[src/rtl/lpc_win_pkg.sv]
package lpc_win_pkg;

  localparam int LPC_AW = 28;
  localparam int CFG_W  = 32;

  // head register bit positions
  localparam int EN_BIT  = 31;
  localparam int IO_BIT  = 30;
  localparam int TPM_BIT = 29;

  typedef enum logic [1:0] {
    KIND_IO   = 2'd0,
    KIND_TPM  = 2'd1,
    KIND_FW   = 2'd2,
    KIND_RSVD = 2'd3
  } lpc_kind_e;

  typedef struct packed {
    logic              en;
    logic              io_ok;
    logic              tpm_ok;
    logic [LPC_AW-1:0] lo;
    logic [LPC_AW-1:0] hi;
  } win_cfg_t;

  // cycle kind permitted by a window's permission bits
  function automatic logic kind_allowed(input win_cfg_t c, input logic [1:0] k);
    logic ok;
    case (k)
      KIND_IO:  ok = c.io_ok;
      KIND_TPM: ok = c.tpm_ok;
      default:  ok = 1'b0;
    endcase
    return ok;
  endfunction

  // inclusive bound test
  function automatic logic in_bounds(input logic [LPC_AW-1:0] lo,
                                     input logic [LPC_AW-1:0] hi,
                                     input logic [LPC_AW-1:0] a);
    return (a >= lo) && (a <= hi);
  endfunction

  function automatic logic [CFG_W-1:0] pack_head(input win_cfg_t c);
    logic [CFG_W-1:0] w;
    w = '0;
    w[EN_BIT]       = c.en;
    w[IO_BIT]       = c.io_ok;
    w[TPM_BIT]      = c.tpm_ok;
    w[LPC_AW-1:0]   = c.lo;
    return w;
  endfunction

  function automatic logic [CFG_W-1:0] pack_tail(input win_cfg_t c);
    logic [CFG_W-1:0] w;
    w = '0;
    w[LPC_AW-1:0] = c.hi;
    return w;
  endfunction

endpackage

[src/rtl/lpc_win_regs.sv]
module lpc_win_regs
  import lpc_win_pkg::*;
(
  input  logic             clk,
  input  logic             rst_n,
  input  logic             wr_head,
  input  logic             wr_tail,
  input  logic [CFG_W-1:0] wdata,
  output win_cfg_t         cfg
);

  always_ff @(posedge clk) begin
    if (!rst_n) begin
      cfg <= '0;
    end else begin
      if (wr_head) begin
        cfg.en     <= wdata[EN_BIT];
        cfg.io_ok  <= wdata[IO_BIT];
        cfg.tpm_ok <= wdata[TPM_BIT];
        cfg.lo     <= wdata[LPC_AW-1:0];
      end
      if (wr_tail) begin
        cfg.hi <= wdata[LPC_AW-1:0];
      end
    end
  end

endmodule

[src/rtl/lpc_win_cmp.sv]
module lpc_win_cmp
  import lpc_win_pkg::*;
(
  input  win_cfg_t          cfg,
  input  logic [LPC_AW-1:0] addr,
  input  logic [1:0]        kind,
  output logic              match
);

  logic kind_ok;
  logic addr_ok;

  assign kind_ok = kind_allowed(cfg, kind);
  assign addr_ok = in_bounds(cfg.lo, cfg.hi, addr);
  assign match   = cfg.en && kind_ok && addr_ok;

endmodule

[src/rtl/lpc_win_prio.sv]
module lpc_win_prio #(
  parameter int N     = 6,
  parameter int IDX_W = (N > 1) ? $clog2(N) : 1
) (
  input  logic [N-1:0]     vec,
  output logic             any,
  output logic [IDX_W-1:0] idx
);

  always_comb begin
    any = 1'b0;
    idx = '0;
    for (int i = N - 1; i >= 0; i--) begin
      if (vec[i]) begin
        any = 1'b1;
        idx = IDX_W'(i);
      end
    end
  end

endmodule

[src/rtl/lpc_window_decoder.sv]
module lpc_window_decoder
  import lpc_win_pkg::*;
#(
  parameter int NUM_WIN = 6,
  localparam int SEL_W  = $clog2(2 * NUM_WIN),
  localparam int IDX_W  = (NUM_WIN > 1) ? $clog2(NUM_WIN) : 1
) (
  input  logic              clk,
  input  logic              rst_n,
  input  logic              cfg_we,
  input  logic [SEL_W-1:0]  cfg_sel,
  input  logic [CFG_W-1:0]  cfg_wdata,
  output logic [CFG_W-1:0]  cfg_rdata,
  input  logic              req_valid,
  input  logic [LPC_AW-1:0] req_addr,
  input  logic [1:0]        req_kind,
  output logic              res_valid,
  output logic              hit,
  output logic [IDX_W-1:0]  hit_idx
);

  win_cfg_t           cfgs [NUM_WIN];
  logic [NUM_WIN-1:0] win_hit_vec;
  logic               any_hit;
  logic [IDX_W-1:0]   first_idx;

  for (genvar g = 0; g < NUM_WIN; g++) begin : g_win
    localparam logic [SEL_W-1:0] HEAD_SEL = SEL_W'(2 * g);
    localparam logic [SEL_W-1:0] TAIL_SEL = SEL_W'(2 * g + 1);

    logic wr_head;
    logic wr_tail;
    assign wr_head = cfg_we && (cfg_sel == HEAD_SEL);
    assign wr_tail = cfg_we && (cfg_sel == TAIL_SEL);

    lpc_win_regs u_regs (
      .clk     (clk),
      .rst_n   (rst_n),
      .wr_head (wr_head),
      .wr_tail (wr_tail),
      .wdata   (cfg_wdata),
      .cfg     (cfgs[g])
    );

    lpc_win_cmp u_cmp (
      .cfg   (cfgs[g]),
      .addr  (req_addr),
      .kind  (req_kind),
      .match (win_hit_vec[g])
    );
  end

  lpc_win_prio #(.N(NUM_WIN), .IDX_W(IDX_W)) u_prio (
    .vec (win_hit_vec),
    .any (any_hit),
    .idx (first_idx)
  );

  // read-back mux
  always_comb begin
    cfg_rdata = '0;
    for (int i = 0; i < NUM_WIN; i++) begin
      if (cfg_sel == SEL_W'(2 * i))     cfg_rdata = pack_head(cfgs[i]);
      if (cfg_sel == SEL_W'(2 * i + 1)) cfg_rdata = pack_tail(cfgs[i]);
    end
  end

  // verdict register
  always_ff @(posedge clk) begin
    if (!rst_n) begin
      res_valid <= 1'b0;
      hit       <= 1'b0;
      hit_idx   <= '0;
    end else begin
      res_valid <= req_valid;
      hit       <= req_valid && any_hit;
      hit_idx   <= (req_valid && any_hit) ? first_idx : '0;
    end
  end

endmodule

[config.mk]
export PLATFORM = sky130hd
export DESIGN_NAME = lpc_window_decoder
export DESIGN_NICKNAME = d
export VERILOG_FILES = /design/src/rtl/lpc_win_pkg.sv /design/src/rtl/lpc_win_regs.sv /design/src/rtl/lpc_win_cmp.sv /design/src/rtl/lpc_win_prio.sv /design/src/rtl/lpc_window_decoder.sv
export SDC_FILE = /design/constraint.sdc
export NUM_CORES = 1
export LEC_CHECK = 0
export BUFFER_PORTS_ARGS = -buffer_cell sky130_fd_sc_hd__buf_4
export CELL_PAD_IN_SITES_DETAIL_PLACEMENT = 1
export CELL_PAD_IN_SITES_GLOBAL_PLACEMENT = 2
export CORE_MARGIN = 5
export CORE_UTILIZATION = 34
export DETAILED_ROUTE_END_ITERATION = 10
export PLACE_DENSITY = 0.83
export SKIP_LAST_GASP = 1
export SLEW_MARGIN = 15
export SYNTH_ARGS = -nofsm -noshare
export SYNTH_HDL_FRONTEND = slang
export SYNTH_SLANG_ARGS = --single-unit
[constraint.sdc]
create_clock -name clk -period 2.47 [get_ports clk]
set_input_delay 0.3705 -clock clk [delete_from_list [all_inputs] [get_ports clk]]
set_output_delay 0.3705 -clock clk [all_outputs]
set_load 0.01 [all_outputs]
==> flow_summary_export.csv, run 1 <==
group,metric,value,unit
status,status,"finished clean",
placement,place_hpwl,77.8,mm
placement,gp_congestion,0.974,
critical_path,rrSetupSlack,0.01,ns
global_routing,grtUsageMet3,3.55,%
global_routing,grtUsageMet1,33.8,%
placement,pre_cts_ws,-0.419,ns
drt,via_per_inst,5.52,
timing,fmax,0.407,GHz
timing,relSlewSlack,61.0,%
yosys,synth_edf_count,0,
timing,period_share,99.5,%
hold_path,hp-class,"in -> reg",
drt,drt_wl_total,102,mm
critical_path,critPathCaptureType,"register",
critical_path,crit_arrival,2.96,ns
clocking,cts-root-buf,"clkbuf_16",
global_routing,grt.total_usage,25.4,%
run,drv_cap,0,
timing,setup_slack,0.0126,ns
yosys,syn_area,24100,um2
finish,design_area,30300,um2
finish,layout-drive-gt1-share,18.7,%
yosys,ys_seq_area_share,29.9,%
clocking,clock_latency,0.59,ns
drt,firstDrtPassIters,8,
placement,dpl_cell_area,27900,um2
floorplanning,start_util,34.3,%
yosys,synthTopCellsByArea,"dfxtp_1, ha_1, nand2_1",
timing,final_max_slew_viol_count,0,
clocking,cts_htree_levels,2,
critical_path,path_class,"reg -> reg",
critical_path,crit_fanout,3,
drt,ant_nets,0,
global_routing,first_global_vias,25491,
yosys,synth-seq-cells,359,
timing,setup_tns,0,ns
yosys,netlist.area_leader.share,29.9,%
yosys,synthFlopType,"dfxtp_1",
critical_path,rr_worst_depth,10,
drt,drcViolationCount,0,
timing,tightest_slew,0.585,ns
floorplanning,core,70100,um2
yosys,netlist_top_cells_count,"nand2_1, dfxtp_1, ha_1",
drt,num_vias,24026,
finish,area_growth,26.1,%
timing,rsz0062_at_grt,"yes",
critical_path,path_cells,"inv_1 -> ha_1 -> a21oi_1 -> o21ai_2 -> a211oi_4 -> o2111ai_2 -> a211o_1 -> o211ai_2 -> a21boi_4 -> nor4b_4",
yosys,synthArstFlopShare,0,%
timing,setup_viol,0,
hold_path,whs_path_depth,3,
global_routing,grt_pass1_wl,153,mm
timing,skew,0.00955,ns
floorplanning,dieHeight,276,um
pwr,power.leakage,11.2,nW
hold_path,hp-start,"cfg_wdata[29]",
pwr,total_power,0.0158,W
clocking,cts_tree,"built",
hold_path,hold_end,"g_win[5].u_regs.cfg[56]$_SDFFE_PN0P_",
yosys,synthDistinctLibCells,83,
floorplanning,ios,107,
global_routing,grt_overflow,0,
finish,nNetsFinal,3781,
yosys,syn_avg_cell_area,7.73,um2
yosys,synth_nets,3520,
clocking,cts_buffer_depth,3,
placement,io_buffers,104,
yosys,post-synth-top-count-cell,"nand2_1",
drt,wl_per_cell,23.4,um
critical_path,critPathMaxStageDelay,0.35,ns
clocking,path_clk_slew,0.06,ns
global_routing,antenna_found_initial,2,
critical_path,crit_path_start_kind,"register",
critical_path,rr_endpoint,"hit_idx[2]$_SDFF_PP0_",
clocking,cts_made_buffers,47,
clocking,cts.sinks,359,
drt,initialDrtViolationCount,1573,
yosys,ys_warn_count,0,
critical_path,cp.required,2.98,ns
yosys,syn_inst,3114,
pwr,ir_drop,0.464,mV
yosys,yosysTopAreaCell,"dfxtp_1",
global_routing,met2_usage,43.3,%
pwr,powerDensity,522,nW/um2
critical_path,reg2reg_from,"g_win[2].u_regs.cfg[45]$_SDFFE_PN0P_",
floorplanning,rows,97,
global_routing,top_usage_layer,"met2",
global_routing,grt_max_degree,107,
timing,fin_crit,2.46,ns
critical_path,cp_slowest_cell,"dfxtp_1",
finish,fin_util,43.3,%
floorplanning,die_w,276,um
floorplanning,die_area,76200,um2
timing,finalHoldViolCount,0,
## metrics by stage
stage	instances	hold WS (ns)
after CTS	4348	0.0701
after global routing	4352	0.0951
after global placement	4260	0.450
after floorplan	3114	0.443
after detailed placement	4260	0.463
final	4353	0.0959
## flip-flops by register name, indices dropped and copies added, names as in the netlist
register / count
g_win.u_regs.cfg: 354
hit_idx: 3
res_valid: 1
hit: 1
## cell usage in the layout, fill, tap and decap left out, drive strengths merged, types with 19 or more instances in the layout
cell,count
o22ai,27
a21boi,358
a21o,48
nor2,42
o21ai,63
a21oi,124
nand4,61
nand2,807
mux2i,36
a22oi,98
buf,394
nand3,42
nor3,19
clkbuf,75
ha,336
inv,334
dfxtp,359
## report_power, final
part	switching (W)	leakage (nW)	total, W	internal (W)
clock	0.00287	0.836	0.00763	0.00476
sequential	0.0000610	2.91	0.00593	0.00587
combinational	0.00135	7.45	0.00228	0.000933
total	0.00428	11.2	0.0158	0.0116
## cells by family after synthesis
kind of cell / share of synthesized area [%]
other: 0.0156
muxes: 1.64
AOI/OAI and AO/OA: 24.2
DFF: 29.9
buffers and inverters: 8.27
adders and majority gates: 17.5
and+or+nand+nor: 18.5
## critical path, delay by kind of cell, from the launching register on
family | cells | cell delay, ns
compound gates | 7 | 1.47
flops | 1 | 0.35
fa+ha+maj | 1 | 0.29
simple gates | 1 | 0.21
buf+inv | 1 | 0.05
## layout make-up
cell class                 count  area, um2
inverter                     334       1250
antenna                        1       2.50
tap                          940       1180
sequential                   359       7220
clock buffer                  74       1460
timing repair buffer         395       3420
multi-input combinational   2238      15600
fill                        8445      39800
clock inverter                12        235
## how the worst max path moves through the flow
stage / from / end / slack, ns / depth (start not counted)
after floorplan: req_addr[0] / hit$_SDFF_PN0_ / 0.03 / 10
after global placement: req_addr[0] / hit$_SDFF_PN0_ / -0.40 / 11
after detailed placement: req_addr[0] / hit$_SDFF_PN0_ / -0.42 / 11
after CTS: g_win[1].u_regs.cfg[38]$_SDFFE_PN0P_ / cfg_rdata[10] / -0.06 / 7
after global routing: g_win[3].u_regs.cfg[33]$_SDFFE_PN0P_ / hit_idx[0]$_SDFF_PP0_ / -0.09 / 11
final: g_win[2].u_regs.cfg[45]$_SDFFE_PN0P_ / hit_idx[2]$_SDFF_PP0_ / 0.01 / 10
## routing by layer
metal | share of wire, % | up-vias
met2 | 47 | 637
met5 | 0 | -
met4 | 2.7 | 0
met1 | 45 | 12090
met3 | 5.5 | 133
li1 | - | 11166
## repair_timing
item	4_1_cts	5_1_grt
resized for setup	36	126
setup endpoints to repair	20	29
pin swaps	17	50
hold buffers	0	0
setup buffers	2	4
No activity file was read; power rests on OpenSTA's default activity.
==> inputs of run 2 (changes only) <==
==> constraint.sdc (replaced) <==
create_clock -name clk -period 2.47 [get_ports clk]
set_input_delay 0.3705 -clock clk [delete_from_list [all_inputs] [get_ports clk]]
set_output_delay 0.3705 -clock clk [all_outputs]
set_load 0.1 [all_outputs]
==> run 2 against run 1 <==
Net effect: the run now ends with negative setup slack left; final area up 0.49%; power shrank 3.6%; cell count about the same; global-route usage increased by 0.13 points; maximum frequency down 3.0%; via count fell by 0.72%; hold slack better by 0.035 ns; critical path depth is 2 higher; critical endpoint is now cfg_rdata[23].
==> flow_summary_export.csv, run 2 (synthesis gave the netlist of run 1 again) <==
group,metric,value,unit
status,status,"finished with violations",
status,violations,"negative setup slack",
global_routing,antenna_found_initial,0,
finish,design_area,30500,um2
global_routing,grt_max_degree,119,
critical_path,cp_slowest_cell,"a222oi_1",
critical_path,path_cells,"buf_6 -> buf_8 -> nand2_8 -> nor3_4 -> buf_12 -> buf_12 -> a222oi_1 -> nand2_1 -> a21oi_2 -> buf_4 -> nand3_2 -> buf_6",
floorplanning,rows,97,
drt,firstDrtPassIters,7,
floorplanning,start_util,34.3,%
placement,dpl_cell_area,28000,um2
timing,setup_viol,4,
global_routing,grt_overflow,0,
finish,nNetsFinal,3785,
global_routing,grt_pass1_wl,153,mm
finish,reg_top3,"g_win.u_regs.cfg (354), hit_idx (3)",
critical_path,crit_fanout,8,
critical_path,critPathMaxStageDelay,0.43,ns
floorplanning,die_w,276,um
critical_path,cp_num_buf_inv,6,
finish,layout-drive-gt1-share,19.2,%
timing,setup_slack,-0.0630,ns
drt,ant_nets,0,
finish,antenna_cells,0,
timing,setup_tns,-0.0979,ns
drt,initialDrtViolationCount,1565,
timing,finalHoldViolCount,0,
timing,fin_crit,2.53,ns
clocking,cts_htree_levels,2,
finish,stdcell_count,4352,
critical_path,crit_path_start_kind,"primary input",
finish,largest_reg_flops,354,
pwr,ir_drop,0.408,mV
finish,multi_input_area,15700,um2
timing,tightest_slew,0.833,ns
timing,fmax,0.395,GHz
run,drv_cap,0,
clocking,cts-root-buf,"clkbuf_16",
clocking,cts_buffer_depth,3,
pwr,total_power,0.0153,W
pwr,power.leakage,11.3,nW
placement,placed_cells,4265,
clocking,cts.sinks,359,
clocking,path_clk_slew,0.06,ns
placement,place_hpwl,76.8,mm
critical_path,cp.required,2.10,ns
floorplanning,core,70100,um2
floorplanning,ios,107,
timing,relSlewSlack,44.4,%
drt,num_vias,23854,
drt,wl_per_cell,23.4,um
critical_path,crit_arrival,2.16,ns
clocking,cts_tree,"built",
floorplanning,die_area,76200,um2
finish,area_growth,26.7,%
finish,regArea,7220,um2
finish,top_register,"g_win.u_regs.cfg",
placement,gp_congestion,0.958,
critical_path,critPathCaptureType,"output port",
timing,rsz0062_at_grt,"yes",
finish,layout_common_cells,"nand2_1, buf_4, inv_1, dfxtp_1, ha_1",
hold_path,hp-class,"in -> reg",
timing,final_max_slew_viol_count,0,
critical_path,cpLargestDelayFamily,"buffers and inverters",
finish,final_common_cell,"nand2_1",
finish,n_fill_cell,8428,
timing,skew,0.0155,ns
drt,via_per_inst,5.48,
pwr,powerDensity,501,nW/um2
clocking,cts_made_buffers,44,
placement,io_buffers,104,
critical_path,rrSetupSlack,-0.03,ns
global_routing,grt.total_usage,25.5,%
timing,period_share,103,%
drt,drt_wl_total,102,mm
clocking,clock_latency,0.58,ns
global_routing,first_global_vias,25664,
floorplanning,dieHeight,276,um
critical_path,path_class,"in -> out",
drt,drcViolationCount,0,
-- run 2: cell count changes in the layout (fill, tap and decap cells not counted), moves of 4 or more --
cell     before  now
nand3_1      33   14
buf_6         4   19
buf_4       355  341
nand3_2       9   22
o21ai_2      16    8
nand3_4       0    6
o21ai_1       8   14
buf_8         1    6
ha_1        327  322
ha_4          9   14
mux2i_2       4    0
-- run 2: report_power, final --
part / switching [W] / leakage, nW / total, W / internal [W]
logic: 0.00144 / 7.68 / 0.00238 / 0.000944
clock network: 0.00279 / 0.745 / 0.00696 / 0.00416
registers: 0.0000612 / 2.91 / 0.00593 / 0.00587
-- run 2: final timing paths --
check | start | end | depth (start not counted)
setup / recovery | cfg_sel[1] | cfg_rdata[23] | 12
hold / removal | cfg_wdata[31] | g_win[2].u_regs.cfg[58]$_SDFFE_PN0P_ | 3
setup reg to reg | g_win[5].u_regs.cfg[32]$_SDFFE_PN0P_ | hit_idx[2]$_SDFF_PP0_ | 10
hold reg to reg | g_win[2].u_regs.cfg[41]$_SDFFE_PN0P_ | g_win[2].u_regs.cfg[41]$_SDFFE_PN0P_ | 2
-- run 2: tightest hold or removal path: stages --
cell and delay, ns:
buf_4 0.16, nand2_1 0.07, a21boi_0 0.06
-- run 2: metal layers --
layer	wire length, um	up-vias	track usage [%]
li1	-	11173	-
met5	0	-	0
met1	45600	11926	33.6
met4	3100	0	7.25
met3	5310	152	3.63
met2	47900	603	43.7
-- run 2: repair_timing --
item	CTS	global route
resized for setup	81	123
gates cloned	0	2
endpoints found under the setup margin	34	35
hold buffers	0	0
pin swaps	18	54
buffers inserted	1	7
-- run 2: through the flow --
stage	setup WS (ns)	utilization, %	hold WS, ns
floorplan	0.0349	-	0.443
global placement	-0.510	39.9	0.450
detailed placement	-0.636	39.9	0.461
CTS	-0.0583	42.5	0.103
global route	-0.0983	43.5	0.126
finish	-0.0630	43.5	0.131
-- run 2: layout make-up --
class                   count  area share (%)
well taps                 940            3.86
clock inverters            12           0.542
repair buffers            402            11.8
inverters                 334            4.11
multi-input cells        2238            51.6
flip-flops and latches    359            23.7
clock buffers              67            4.42
==> inputs of run 3 (changes only) <==
--- a/config.mk
+++ b/config.mk
@@ -5,15 +5,16 @@
 export SDC_FILE = /design/constraint.sdc
 export NUM_CORES = 1
 export LEC_CHECK = 0
-export BUFFER_PORTS_ARGS = -buffer_cell sky130_fd_sc_hd__buf_4
 export CELL_PAD_IN_SITES_DETAIL_PLACEMENT = 1
 export CELL_PAD_IN_SITES_GLOBAL_PLACEMENT = 2
 export CORE_MARGIN = 5
 export CORE_UTILIZATION = 34
 export DETAILED_ROUTE_END_ITERATION = 10
-export PLACE_DENSITY = 0.83
+export DONT_BUFFER_PORTS = 1
+export PLACE_DENSITY = 0.81
+export RECOVER_POWER = 50
 export SKIP_LAST_GASP = 1
-export SLEW_MARGIN = 15
+export SLEW_MARGIN = 40
 export SYNTH_ARGS = -nofsm -noshare
 export SYNTH_HDL_FRONTEND = slang
 export SYNTH_SLANG_ARGS = --single-unit
==> run 3 against run 2 <==
Net effect: the flow finishes with violations (negative hold slack, max-capacitance violations, max-slew violations, negative setup slack); cell count is 4.1% lower; final area is 5.4% lower; clock skew is 0.0035 ns lower; critical path depth is 2 lower; via count is 2.9% lower; register-to-register slack worse by 0.02 ns; routed wire length is 2.1% lower; clock power is 3.3% lower; die area stayed put.
==> flow_summary_export.csv, run 3 (synthesis gave the netlist of run 1 again) <==
group,metric,value,unit
status,status,"finished with violations",
status,violations,"negative hold slack, max-capacitance violations, max-slew violations, negative setup slack",
drt,num_vias,23162,
timing,fmax,0.397,GHz
critical_path,rr_endpoint,"hit_idx[2]$_SDFF_PP0_",
floorplanning,die_w,276,um
critical_path,path_cells,"inv_1 -> ha_1 -> a21oi_2 -> o21ai_2 -> a211oi_4 -> o2111ai_2 -> a211o_1 -> o211ai_2 -> a21boi_4 -> nor4b_4",
global_routing,grt_overflow,0,
timing,relSlewSlack,-17.5,%
timing,rsz0062_at_grt,"yes",
placement,pre_cts_ws,-0.439,ns
finish,stdcell_count,4173,
critical_path,rrSetupSlack,-0.05,ns
timing,setup_viol,3,
clocking,cts_htree_levels,2,
finish,largest_reg_flops,354,
timing,period_share,102,%
placement,dpl_cell_area,26800,um2
clocking,clock_latency,0.58,ns
critical_path,path_depth,10,
global_routing,grt.total_usage,25.1,%
clocking,cts-root-buf,"clkbuf_16",
pwr,ir_drop,0.397,mV
finish,area_growth,19.9,%
global_routing,grt_max_degree,319,
critical_path,critPathMaxStageDelay,0.36,ns
critical_path,startpoint,"g_win[2].u_regs.cfg[47]$_SDFFE_PN0P_",
critical_path,cp_slowest_cell,"dfxtp_1",
floorplanning,rows,97,
finish,layout_common_cells,"nand2_1, dfxtp_1, ha_1",
clocking,path_clk_slew,0.06,ns
clocking,cts_tree,"built",
pwr,power.leakage,10.3,nW
global_routing,grt_pass1_wl,150,mm
timing,finalHoldViolCount,30,
timing,final_max_slew_viol_count,61,
drt,via_per_inst,5.55,
drt,wl_per_cell,23.9,um
critical_path,crit_path_start_kind,"register",
placement,placed_cells,4059,
global_routing,first_global_vias,24608,
drt,ant_nets,0,
placement,place_hpwl,72.2,mm
timing,hold-worst-slack,-0.0427,ns
pwr,total_power,0.0145,W
floorplanning,die_area,76200,um2
critical_path,crit_arrival,3.01,ns
timing,skew,0.0120,ns
critical_path,cp_num_buf_inv,1,
critical_path,cpLargestDelayFamily,"compound AO/OA/AOI/OAI gates",
clocking,cts.sinks,359,
critical_path,path_class,"reg -> reg",
pwr,powerDensity,503,nW/um2
critical_path,rr_worst_depth,10,
finish,top_register,"g_win.u_regs.cfg",
clocking,cts_buffer_depth,3,
placement,gp_congestion,0.927,
drt,initialDrtViolationCount,1401,
critical_path,crit_path_end,"hit_idx[2]$_SDFF_PP0_",
timing,fin_crit,2.52,ns
drt,drcViolationCount,0,
floorplanning,ios,107,
critical_path,critPathCaptureType,"register",
finish,reg_top3,"g_win.u_regs.cfg (354), hit_idx (3)",
finish,layout-drive-gt1-share,11.8,%
global_routing,antenna_found_initial,8,
critical_path,cp.required,2.97,ns
clocking,cts_made_buffers,43,
placement,io_buffers,0,
finish,final_common_cell,"nand2_1",
critical_path,reg2reg_from,"g_win[2].u_regs.cfg[47]$_SDFFE_PN0P_",
floorplanning,start_util,34.3,%
run,drv_cap,2,
drt,drt_wl_total,99.8,mm
finish,nNetsFinal,3603,
hold_path,hp-start,"rst_n",
timing,tightest_slew,1.76,ns
timing,setup_slack,-0.0463,ns
hold_path,hp-class,"in -> reg",
finish,design_area,28800,um2
drt,firstDrtPassIters,5,
floorplanning,dieHeight,276,um
critical_path,crit_fanout,3,
floorplanning,core,70100,um2
==> run 3: timing repair <==
action | in CTS | in global routing
endpoints found under the hold margin | 354 | 29
pin swaps | 12 | 38
setup endpoints to repair | 14 | 23
hold buffers | 32 | 1
buffers inserted | 2 | 1
resized for setup | 25 | 71
cloned | 0 | 0
==> run 3: per-stage QoR <==
step           TNS, ns  hold slack, ns  utilization (%)
3_3_place_gp     -1.48           0.449             38.1
4_1_cts        -0.0494         0.00141             40.9
6_report       -0.0878         -0.0427             41.1
5_1_grt          -1.31          0.0149             41.1
2_1_floorplan        0           0.443                -
3_5_place_dp     -1.55           0.460             38.1
==> run 3: per-layer routing <==
| layer | track usage [%] | wire length [um] | vias up |
|---|---|---|---|
| met5 | 0 | 34 | - |
| li1 | - | - | 10825 |
| met1 | 33.7 | 45100 | 11541 |
| met3 | 4.01 | 5630 | 186 |
| met4 | 8.20 | 3290 | 6 |
| met2 | 41.2 | 45700 | 604 |
==> run 3: worst min-delay path by stage <==
stage	end	slack (ns)	cells after the start
CTS	g_win[4].u_regs.cfg[44]$_SDFFE_PN0P_	0.001	1
global route	g_win[4].u_regs.cfg[57]$_SDFFE_PN0P_	0.01	1
finish	g_win[5].u_regs.cfg[45]$_SDFFE_PN0P_	-0.04	1
floorplan	g_win[0].u_regs.cfg[10]$_SDFFE_PN0P_	0.44	2
detailed placement	g_win[0].u_regs.cfg[15]$_SDFFE_PN0P_	0.46	2
global placement	g_win[0].u_regs.cfg[10]$_SDFFE_PN0P_	0.45	2
==> run 3: where the power goes <==
part / switching [W] / internal (W)
registers: 0.0000601 / 0.00586
clock network: 0.00272 / 0.00400
logic: 0.00110 / 0.000750
total: 0.00388 / 0.0106
==> run 3: layout make-up <==
class,instances,area [um2]
Antenna cell,3,7.51
Clock buffer,69,1340
Clock inverter,9,123
Fill cell,8463,41300
Inverter,334,1250
Multi-Input combinational cell,2238,15500
Sequential cell,359,7200
Tap cell,940,1180
Timing Repair Buffer,221,2280
